[src/rtl/epoch_persist_tracker.sv]
module epoch_persist_tracker #(
  parameter int LINES = 16,
  parameter int EW    = 3,
  localparam int LW   = $clog2(LINES),
  localparam int NEP  = 1 << EW,
  localparam int CW   = $clog2(LINES + 1)
) (
  input  logic          clk,
  input  logic          rst_n,
  input  logic          st_valid,
  input  logic [LW-1:0] st_line,
  input  logic          st_pers,
  input  logic          bar,
  input  logic          ev_valid,
  input  logic [LW-1:0] ev_line,
  output logic          wb_req,
  output logic [LW-1:0] wb_line,
  input  logic          wb_ack,
  output logic          stall
);

  typedef enum logic [1:0] {IDLE, FLUSH, BARD} st_t;

  st_t             st;
  logic [LINES-1:0] dty, prs;
  logic [EW-1:0]   tag [LINES];
  logic [CW-1:0]   cnt [NEP];
  logic [EW-1:0]   cur, old;
  logic [LW-1:0]   tgt;
  logic            tgt_st, tgt_p;
  logic            wb_req_q;
  logic [LW-1:0]   wb_line_q;

  logic            full, ret, conflict;
  logic            acc_st, acc_bar, acc_ev;
  logic [EW-1:0]   bnd;
  logic            vfound;
  logic [LW-1:0]   vline;
  logic [EW-1:0]   vage;
  logic            issue_en, done_f, bar_go, ap_en, ap_p, ack_hit;
  logic [LW-1:0]   issue_line, ap_line;
  logic [CW-1:0]   wb_cnt;

  assign full     = (cur + EW'(1)) == old;
  assign ret      = (old != cur) && (cnt[old] == '0);
  assign conflict = dty[st_line] && prs[st_line] && (tag[st_line] != cur);
  assign acc_st   = (st == IDLE) && st_valid;
  assign acc_bar  = (st == IDLE) && !st_valid && bar;
  assign acc_ev   = (st == IDLE) && !st_valid && !bar && ev_valid;
  assign ack_hit  = wb_req_q && wb_ack;
  assign wb_cnt   = cnt[tag[wb_line_q]];

  always_comb begin
    if (st == BARD) bnd = EW'(1);
    else if (prs[tgt]) bnd = tag[tgt] - old;
    else bnd = '0;
  end

  always_comb begin
    vfound = 1'b0;
    vline  = '0;
    vage   = '1;
    for (int i = 0; i < LINES; i++) begin
      logic [EW-1:0] a;
      a = tag[i] - old;
      if (dty[i] && prs[i] && (a < bnd) && (!vfound || (a < vage))) begin
        vfound = 1'b1;
        vage   = a;
        vline  = LW'(i);
      end
    end
  end

  assign issue_en   = !wb_req_q && (((st == FLUSH) && (vfound || dty[tgt])) ||
                                    ((st == BARD) && full && vfound));
  assign issue_line = vfound ? vline : tgt;
  assign done_f     = (st == FLUSH) && !wb_req_q && !vfound && !dty[tgt];
  assign bar_go     = (st == BARD) && !wb_req_q && !full;
  assign ap_en      = (acc_st && !conflict) || (done_f && tgt_st);
  assign ap_line    = (st == IDLE) ? st_line : tgt;
  assign ap_p       = (st == IDLE) ? st_pers : tgt_p;

  always_ff @(posedge clk) begin
    if (!rst_n) begin
      st        <= IDLE;
      dty       <= '0;
      prs       <= '0;
      cur       <= '0;
      old       <= '0;
      tgt       <= '0;
      tgt_st    <= 1'b0;
      tgt_p     <= 1'b0;
      wb_req_q  <= 1'b0;
      wb_line_q <= '0;
      for (int i = 0; i < LINES; i++) tag[i] <= '0;
      for (int e = 0; e < NEP; e++) cnt[e] <= '0;
    end else begin
      if (ret) old <= old + EW'(1);

      if (ack_hit) begin
        wb_req_q        <= 1'b0;
        dty[wb_line_q]  <= 1'b0;
        prs[wb_line_q]  <= 1'b0;
        if (prs[wb_line_q]) cnt[tag[wb_line_q]] <= wb_cnt - CW'(1);
      end

      if (issue_en) begin
        wb_req_q  <= 1'b1;
        wb_line_q <= issue_line;
      end

      if (ap_en) begin
        dty[ap_line] <= 1'b1;
        tag[ap_line] <= cur;
        if (!(dty[ap_line] && prs[ap_line])) begin
          prs[ap_line] <= ap_p;
          if (ap_p) cnt[cur] <= cnt[cur] + CW'(1);
        end
      end

      if ((acc_bar && !full) || bar_go) cur <= cur + EW'(1);

      case (st)
        IDLE: begin
          if (acc_st && conflict) begin
            st     <= FLUSH;
            tgt    <= st_line;
            tgt_st <= 1'b1;
            tgt_p  <= st_pers;
          end else if (acc_bar && full) begin
            st <= BARD;
          end else if (acc_ev && dty[ev_line]) begin
            st     <= FLUSH;
            tgt    <= ev_line;
            tgt_st <= 1'b0;
          end
        end
        FLUSH: if (done_f) st <= IDLE;
        BARD:  if (bar_go) st <= IDLE;
        default: st <= IDLE;
      endcase
    end
  end

  assign wb_req  = wb_req_q;
  assign wb_line = wb_line_q;
  assign stall   = (st != IDLE);

endmodule

[config.mk]
export PLATFORM = sky130hd
export DESIGN_NAME = epoch_persist_tracker
export DESIGN_NICKNAME = d
export VERILOG_FILES = /design/src/rtl/epoch_persist_tracker.sv
export SDC_FILE = /design/constraint.sdc
export NUM_CORES = 1
export LEC_CHECK = 0
export BUFFER_PORTS_ARGS = -buffer_cell sky130_fd_sc_hd__buf_2
export CORE_AREA = 2 2 156 158
export CTS_CLUSTER_DIAMETER = 60
export CTS_CLUSTER_SIZE = 10
export DETAILED_ROUTE_END_ITERATION = 8
export DIE_AREA = 0 0 158 160
export PLACE_DENSITY_LB_ADDON = 0.3
export REMOVE_ABC_BUFFERS = 1
export SLEW_MARGIN = 25
export SYNTH_ARGS = -nofsm -noshare
export SYNTH_HDL_FRONTEND = slang
export SYNTH_SLANG_ARGS = --single-unit
[constraint.sdc]
create_clock -name clk -period 20.9 [get_ports clk]
set_input_delay 4.18 -clock clk [delete_from_list [all_inputs] [get_ports clk]]
set_output_delay 4.18 -clock clk [all_outputs]
set_load 0.03 [all_outputs]
==> qor.json, run 1 <==
{
  "timing": {
    "setup_total_negative_slack_ns": -8.70,
    "hold_ws_ns": 0.497,
    "slew_headroom_pct": 29.4,
    "grt_setup_unrepaired": "yes",
    "report.final.setup_viol": 8,
    "worst_slew_pin_slew_ns": 1.06,
    "skew_ns": 0.0133,
    "timing.final.crit_period_ns": 22.05,
    "post-route-worst-setup-slack_ns": -1.15,
    "hold_violations": 0,
    "post-route-period-util_pct": 106,
    "timing_max_transition_violations_final": 0,
    "timing.fmax_ghz": 0.0453
  },
  "critical_path": {
    "cp_max_fo": 6,
    "crit_type": "flip-flop to flip-flop",
    "crit_path_start_kind": "flip-flop",
    "cp_data_required_time_ns": 21.25,
    "reg2regPathDepth": 124,
    "critical-path-slowest-cell": "or4_4",
    "cpMostUsedCell": "buf_4",
    "timing.critical_path.to_type": "flip-flop",
    "worst-endpoint-arrival_ns": 22.40,
    "max_stage_delay_ns": 0.52
  },
  "synth": {
    "synthesis.area_per_instance_um2": 9.86,
    "synth-edff-count": 88,
    "synth_top_cell_by_area": "edfxtp_1",
    "compound_cell_area_share_of_the_yosys_netlist_pct": 18.0,
    "synth_commonest_cells": "nand2_1, nor2_1, edfxtp_1",
    "postSynth.asyncResetShare_pct": 0,
    "count_leader_synth": "nand2_1",
    "syn_area_mm2": 0.0138,
    "synth_simple_gate_area_share_pct": 18.5,
    "synth_ff_type": "edfxtp_1",
    "synth.ff_latch_count": 153,
    "netlist.area_leader.share_pct": 19.1,
    "yosys.cell_types.count": 107,
    "netlist_top_cells_area": "edfxtp_1, mux4_2, dfxtp_1",
    "synth.yosys.seq_area_share_pct": 28.6,
    "muxShareOfSynthArea_pct": 17.5,
    "syn-instance-count": 1399,
    "post_synth_xor_area_fraction_pct": 3.30,
    "synth-warning-count": 0,
    "synth_fa_ha_area_share_pct": 9.99,
    "dominant_combinational_cell_family_by_area_after_synthesis": "simple AND/OR/NAND/NOR gates"
  },
  "cts": {
    "tritoncts": "done",
    "clkTransAtPathRegs_ns": 0.07,
    "clock_sinks": 153,
    "insertion_delay_ns": 0.43,
    "tritoncts.num_buffers": 17,
    "cts.htree.levels": 4,
    "clock-root-buffer": "clkbuf_16",
    "clk_path_buf_depth": 2
  },
  "final_layout": {
    "utilization_pct": 73.3,
    "final_design_area_no_fill_mm2": 0.0175,
    "fraction_of_final_layout_cells_sized_beyond_drive_strength_1_pct": 36.0,
    "layout.nets": 1780,
    "n_fill_cell": 1694,
    "area_added_between_synthesis_and_finish_pct": 26.5,
    "post_layout_nonfiller_instances": 2008
  },
  "placement": {
    "globalplace.congestion": 0.994,
    "placed_area_mm2": 0.0156,
    "io_buffers": 20,
    "dp_cells": 1883,
    "place_ws_ns": -1.87,
    "place.detailed.hpwl_um": 34400
  },
  "routing": {
    "routed_wire_length_per_instance_um": 24.0,
    "viasPerCell": 6.74,
    "drt_first_pass_iters": 6,
    "route.antenna.remaining_nets": 0,
    "initialDrtViolationCount": 1803,
    "dr_total_vias": 13500,
    "routed_wirelength_um": 48100,
    "detailed_route_drc_error_count": 0
  },
  "floorplan": {
    "coreArea_mm2": 0.0238,
    "dieWidth_um": 158,
    "placement_rows": 57,
    "count_of_pins_on_the_block_boundary": 21,
    "die-area_mm2": 0.0253,
    "initial_core_util_pct": 57.9,
    "dieHeight_um": 160
  },
  "global_routing": {
    "initial_antenna_violation_count": 3,
    "grt_overflow_total": 0,
    "global_route_wire_length_before_repair_um": 73100,
    "gr-usage-all-layers_pct": 37.4,
    "grt_pass1_vias": 13100,
    "grt_max_degree": 52
  },
  "power_and_ir_drop": {
    "vdd_drop_max_mv": 0.0723,
    "pwr_density_cell_mw_per_mm2": 49.0,
    "report.power.total_mw": 0.855,
    "total_leakage_power_nw": 6.95
  },
  "hold_path": {
    "hold_path_class": "flip-flop to flip-flop",
    "min_delay_path_depth": 2
  },
  "run_status": {
    "run_status": "complete, but fails checks",
    "failed_checks": "setup timing"
  },
  "run": {
    "cap_violations": 0
  }
}
==> final timing paths <==
| check | from | endpoint | slack [ns] |
|---|---|---|---|
| max | flip-flop | wb_line[0] | -1.15 |
| min | tgt_p | tgt_p | 0.50 |
| min reg2reg | tgt_p | tgt_p | 0.50 |
| max reg2reg | flip-flop | wb_line[0] | -1.15 |
==> critical path, delay by kind of cell (launching register included) <==
family | cells | cell delay, ns
buffers and inverters | 28 | 3.39
multiplexers | 6 | 2.07
adder cells (fa/ha/maj) | 16 | 3.95
XOR/XNOR | 2 | 0.33
flip-flops | 1 | 0.34
AND/OR/NAND/NOR | 25 | 3.91
AO/OA/AOI/OAI | 47 | 7.95
==> cells in the final DEF, fill, tap and decap left out, types with 8 or more instances in the layout <==
| cell type | n |
|---|---|
| a21o_1 | 10 |
| a21oi_1 | 42 |
| a21oi_2 | 14 |
| a31o_2 | 21 |
| a31oi_1 | 15 |
| and2_1 | 51 |
| and3_1 | 13 |
| buf_2 | 20 |
| buf_4 | 281 |
| clkbuf_16 | 17 |
| dfxtp_1 | 64 |
| edfxtp_1 | 88 |
| fa_1 | 16 |
| ha_1 | 64 |
| ha_4 | 15 |
| inv_1 | 65 |
| mux2_2 | 11 |
| mux2i_1 | 38 |
| mux4_2 | 81 |
| nand2_1 | 105 |
| nand2_2 | 11 |
| nand2b_1 | 32 |
| nand3_1 | 48 |
| nor2_1 | 90 |
| nor2b_1 | 14 |
| nor3_1 | 30 |
| nor4_1 | 8 |
| o211ai_1 | 20 |
| o21a_1 | 13 |
| o21ai_0 | 67 |
| o21ai_1 | 8 |
| o21ai_2 | 9 |
| or3_1 | 19 |
| xnor2_1 | 29 |
| xor2_1 | 21 |
==> flip-flops by register name, summed over array words and instances, names as in the netlist, named ones only <==
name     flops
old          3
dty         16
wb_line      4
prs         16
cur          3
tgt_st       1
st           2
cnt         40
tag         48
tgt_p        1
wb_req       1
tgt          4
==> logic make-up after synthesis <==
family / count (synthesis)
AO/OA/AOI/OAI: 336
flip-flops: 153
adder cells (fa/ha/maj): 100
AND/OR/NAND/NOR: 485
buffers and inverters: 135
XOR/XNOR: 52
multiplexers: 138
==> metal layers <==
layer / global-route usage [%] / part of all wire (%) / vias to the layer above / routed length (µm)
li1: - / - / 5849 / -
met1: 48.8 / 37 / 6478 / 17800
met2: 60.1 / 47 / 953 / 22500
met3: 7.60 / 11 / 248 / 5180
met4: 17.2 / 5.3 / 2 / 2560
met5: 0 / 0.029 / - / 14
==> timing repair <==
action                                  in CTS  in global routing
endpoints found under the hold margin        0                  0
endpoints found under the setup margin       8                  8
hold buffers                                 0                  0
resized for setup                           87                 40
pin swaps                                   68                 55
buffers inserted                            70                 19
==> final cells by class <==
type                    instances  area [µm²]  share of cell area [%]
diodes                          6        15.0                  0.0860
clock buffers                  17         425                    2.44
clock inverters                15         150                   0.860
inverters                      72         270                    1.55
multi-input cells            1111        9900                    56.7
flip-flops and latches        153        3950                    22.6
well taps                     324         405                    2.32
repair buffers                310        2350                    13.5
==> power breakdown <==
part | total, mW | leakage, nW | switching (mW) | internal, mW
clock | 0.304 | 0.276 | 0.136 | 0.168
sequential | 0.343 | 1.44 | 0.0149 | 0.328
combinational | 0.208 | 5.24 | 0.123 | 0.0847
total | 0.855 | 6.95 | 0.274 | 0.581
(Power assumes the default switching activity.)
==> inputs of run 2 (changes only) <==
SKIP_CTS_REPAIR_TIMING = 1   (was unset)
==> qor.json, run 2 (synthesis results as in run 1) <==
{
  "floorplan": {
    "initial_core_util": {"value": 57.9, "unit": "%", "change": "unchanged"},
    "coreArea": {"value": 0.0238, "unit": "mm²", "change": "unchanged"},
    "placement_rows": {"value": 57, "change": "unchanged"},
    "count_of_pins_on_the_block_boundary": {"value": 21, "change": "unchanged"},
    "die-area": {"value": 0.0253, "unit": "mm²", "change": "unchanged"},
    "dieWidth": {"value": 158, "unit": "µm", "change": "unchanged"},
    "dieHeight": {"value": 160, "unit": "µm", "change": "unchanged"}
  },
  "final_layout": {
    "layout_common_cells": {"value": "buf_4, nand2_1, nor2_1", "change": "unchanged"},
    "max_reg_flops": {"value": 48, "change": "unchanged"},
    "fraction_of_final_layout_cells_sized_beyond_drive_strength_1": {"value": 33.1, "unit": "%", "change": "was 36.0%"},
    "multiInputGateArea": {"value": 0.00989, "unit": "mm²", "change": "was 0.00990 mm²"},
    "n_fill_cell": {"value": 1772, "change": "was 1694"},
    "final_common_cell": {"value": "buf_4", "change": "unchanged"},
    "layout.nets": {"value": 1717, "change": "was 1780"},
    "max_flop_register": {"value": "tag", "change": "unchanged"},
    "seqCellArea": {"value": 0.00395, "unit": "mm²", "change": "unchanged"},
    "area_added_between_synthesis_and_finish": {"value": 23.0, "unit": "%", "change": "was 26.5%"},
    "largest_registers": {"value": "tag x48, cnt x40", "change": "unchanged"}
  },
  "cts": {
    "cts.htree.levels": {"value": 4, "change": "unchanged"},
    "clock-root-buffer": {"value": "clkbuf_16", "change": "unchanged"},
    "tritoncts": {"value": "done", "change": "unchanged"},
    "clk_path_buf_depth": {"value": 2, "change": "unchanged"},
    "clkTransAtPathRegs": {"value": 0.07, "unit": "ns", "change": "about the same"},
    "clock_sinks": {"value": 153, "change": "unchanged"},
    "tritoncts.num_buffers": {"value": 17, "change": "unchanged"},
    "insertion_delay": {"value": 0.43, "unit": "ns", "change": "about the same"}
  },
  "critical_path": {
    "worst-endpoint-arrival": {"value": 22.48, "unit": "ns", "change": "was 22.40 ns"},
    "worstReg2RegEnd": {"value": "wb_line[2]", "change": "was wb_line[0]"},
    "cp_max_fo": {"value": 6, "change": "unchanged"},
    "reg2regPathDepth": {"value": 119, "change": "was 124"},
    "crit_path_start_kind": {"value": "flip-flop", "change": "unchanged"},
    "critical-path-slowest-cell": {"value": "mux4_2", "change": "was or4_4"},
    "cp_data_required_time": {"value": 21.18, "unit": "ns", "change": "was 21.25 ns"},
    "max_stage_delay": {"value": 0.50, "unit": "ns", "change": "was 0.52 ns"},
    "timing.critical_path.to_type": {"value": "flip-flop", "change": "unchanged"},
    "ff2ff_setup_slack": {"value": -1.30, "unit": "ns", "change": "was -1.15 ns"},
    "crit_type": {"value": "flip-flop to flip-flop", "change": "unchanged"}
  },
  "power_and_ir_drop": {
    "pwr_density_cell": {"value": 50.0, "unit": "mW/mm²", "change": "was 49.0 mW/mm²"},
    "total_switching_power": {"value": 0.271, "unit": "mW", "change": "was 0.274 mW"},
    "share_seq_of_total_power": {"value": 40.4, "unit": "%", "change": "was 40.1%"},
    "clockPowerShare": {"value": 35.9, "unit": "%", "change": "was 35.6%"},
    "report.power.total": {"value": 0.849, "unit": "mW", "change": "was 0.855 mW"},
    "vdd_drop_max": {"value": 0.0720, "unit": "mV", "change": "was 0.0723 mV"},
    "total_leakage_power": {"value": 6.68, "unit": "nW", "change": "was 6.95 nW"},
    "power.combinational.fraction": {"value": 23.7, "unit": "%", "change": "was 24.3%"},
    "power.internal": {"value": 0.578, "unit": "mW", "change": "was 0.581 mW"},
    "switching_fraction": {"value": 32.0, "unit": "%", "change": "was 32.1%"}
  },
  "global_routing": {
    "grt_max_degree": {"value": 52, "change": "unchanged"},
    "use_met3": {"value": 7.27, "unit": "%", "change": "was 7.60%"},
    "gr-usage-met2": {"value": 55.0, "unit": "%", "change": "was 60.1%"},
    "gr-max-usage-layer": {"value": "met2", "change": "unchanged"},
    "grt_pass1_vias": {"value": 12300, "change": "was 13100"},
    "global_route_wire_length_before_repair": {"value": 68300, "unit": "µm", "change": "was 73100 µm"},
    "initial_antenna_violation_count": {"value": 3, "change": "unchanged"},
    "gr-usage-all-layers": {"value": 34.9, "unit": "%", "change": "was 37.4%"},
    "grt_overflow_total": {"value": 0, "change": "unchanged"},
    "grt_util_met1": {"value": 47.0, "unit": "%", "change": "was 48.8%"}
  },
  "timing": {
    "timing.fmax": {"value": 0.0450, "unit": "GHz", "change": "was 0.0453 GHz"},
    "report.final.setup_viol": {"value": 8, "change": "unchanged"},
    "post-route-period-util": {"value": 106, "unit": "%", "change": "about the same"},
    "post-route-worst-setup-slack": {"value": -1.30, "unit": "ns", "change": "was -1.15 ns"},
    "worst_slew_pin_slew": {"value": 1.02, "unit": "ns", "change": "was 1.06 ns"},
    "skew": {"value": 0.0111, "unit": "ns", "change": "was 0.0133 ns"},
    "timing.final.crit_period": {"value": 22.20, "unit": "ns", "change": "was 22.05 ns"},
    "setup_total_negative_slack": {"value": -10.00, "unit": "ns", "change": "was -8.70 ns"},
    "slew_headroom": {"value": 31.5, "unit": "%", "change": "was 29.4%"},
    "hold_violations": {"value": 0, "change": "unchanged"},
    "grt_setup_unrepaired": {"value": "yes", "change": "unchanged"},
    "timing_max_transition_violations_final": {"value": 0, "change": "unchanged"}
  },
  "routing": {
    "route.antenna.remaining_nets": {"value": 0, "change": "unchanged"},
    "dr_total_vias": {"value": 13000, "change": "was 13500"},
    "detailed_route_drc_error_count": {"value": 0, "change": "unchanged"},
    "drt_first_pass_iters": {"value": 6, "change": "unchanged"},
    "routed_wire_length_per_instance": {"value": 23.6, "unit": "µm", "change": "was 24.0 µm"},
    "initialDrtViolationCount": {"value": 1510, "change": "was 1803"},
    "viasPerCell": {"value": 6.70, "change": "was 6.74"},
    "routed_wirelength": {"value": 45900, "unit": "µm", "change": "was 48100 µm"}
  },
  "run": {
    "cap_violations": {"value": 0, "change": "unchanged"}
  },
  "hold_path": {
    "min_delay_path_depth": {"value": 2, "change": "unchanged"},
    "hold_path_endpoint": {"value": "tgt_p", "change": "unchanged"},
    "hold_path.startpoint": {"value": "tgt_p", "change": "unchanged"},
    "hold_path_class": {"value": "flip-flop to flip-flop", "change": "unchanged"}
  },
  "run_status": {
    "failed_checks": {"value": "setup timing", "change": "unchanged"},
    "run_status": {"value": "complete, but fails checks", "change": "unchanged"}
  },
  "placement": {
    "globalplace.congestion": {"value": 0.994, "change": "unchanged"},
    "place.detailed.hpwl": {"value": 34400, "unit": "µm", "change": "unchanged"},
    "io_buffers": {"value": 20, "change": "unchanged"}
  }
}
run 2: changes by cell type in the layout (fill, tap and decap cells not counted), moves of 3 or more:
cell and delta:
ha_1 +3, ha_4 -3, o21ai_2 -3, diode_2 -3
buf_4 -63
run 2: critical path, delay by kind of cell (launching register included):
| family | cells | cell delay [ns] |
|---|---|---|
| AOI/OAI and AO/OA | 53 | 9.49 |
| adders and majority gates | 18 | 4.47 |
| and+or+nand+nor | 29 | 4.06 |
| muxes | 9 | 2.54 |
| buffers and inverters | 8 | 0.79 |
| DFF | 1 | 0.34 |
| xor gates and xnor gates | 2 | 0.34 |
run 2: through the flow:
step,hold WS [ns],area (µm²),std cells,worst slack [ns],utilization (%)
final,0.498,17000,1942,-1.30,71.3
after global routing,0.557,17000,1939,-2.26,71.2
after CTS,0.502,16200,1915,-1.99,67.9
after detailed placement,0.486,15600,1883,-1.87,65.4
after global placement,0.472,15600,1883,-0.974,65.4
after floorplan,0.458,13500,1336,-1.63,-
run 2: cell type report:
| cell class | count | area share (%) |
|---|---|---|
| antenna | 3 | 0.0442 |
| sequential | 153 | 23.2 |
| clock buffer | 17 | 2.51 |
| clock inverter | 15 | 0.885 |
| inverter | 72 | 1.59 |
| timing repair buffer | 247 | 11.1 |
| multi-input combinational | 1111 | 58.3 |
| tap | 324 | 2.39 |
run 2: routing by layer:
layer | part of all wire [%] | vias to the layer above | routed length, µm
li1 | - | 5713 | -
met4 | 4.9 | 2 | 2230
met3 | 9.8 | 178 | 4510
met5 | 0.037 | - | 17
met2 | 47 | 816 | 21500
met1 | 38 | 6309 | 17600
run 2: power by group through the flow:
| stage | Combinational, mW | Sequential [mW] | Clock, mW |
|---|---|---|---|
| 2_1_floorplan | 0.114 | 0.346 | 0 |
| 3_5_place_dp | 0.183 | 0.349 | 0 |
| 6_report | 0.201 | 0.343 | 0.305 |
| 5_1_grt | 0.215 | 0.344 | 0.316 |
| 3_3_place_gp | 0.178 | 0.349 | 0 |
| 4_1_cts | 0.184 | 0.343 | 0.303 |
run 2: how the worst max path moves through the flow:
stage	startpoint	to	slack, ns	depth (start not counted)
after global routing	flip-flop	wb_line[2]	-2.26	120
after CTS	flip-flop	flip-flop	-1.99	119
final	flip-flop	wb_line[2]	-1.30	119
after floorplan	flip-flop	flip-flop	-1.63	116
after detailed placement	flip-flop	flip-flop	-1.87	119
after global placement	flip-flop	flip-flop	-0.97	118
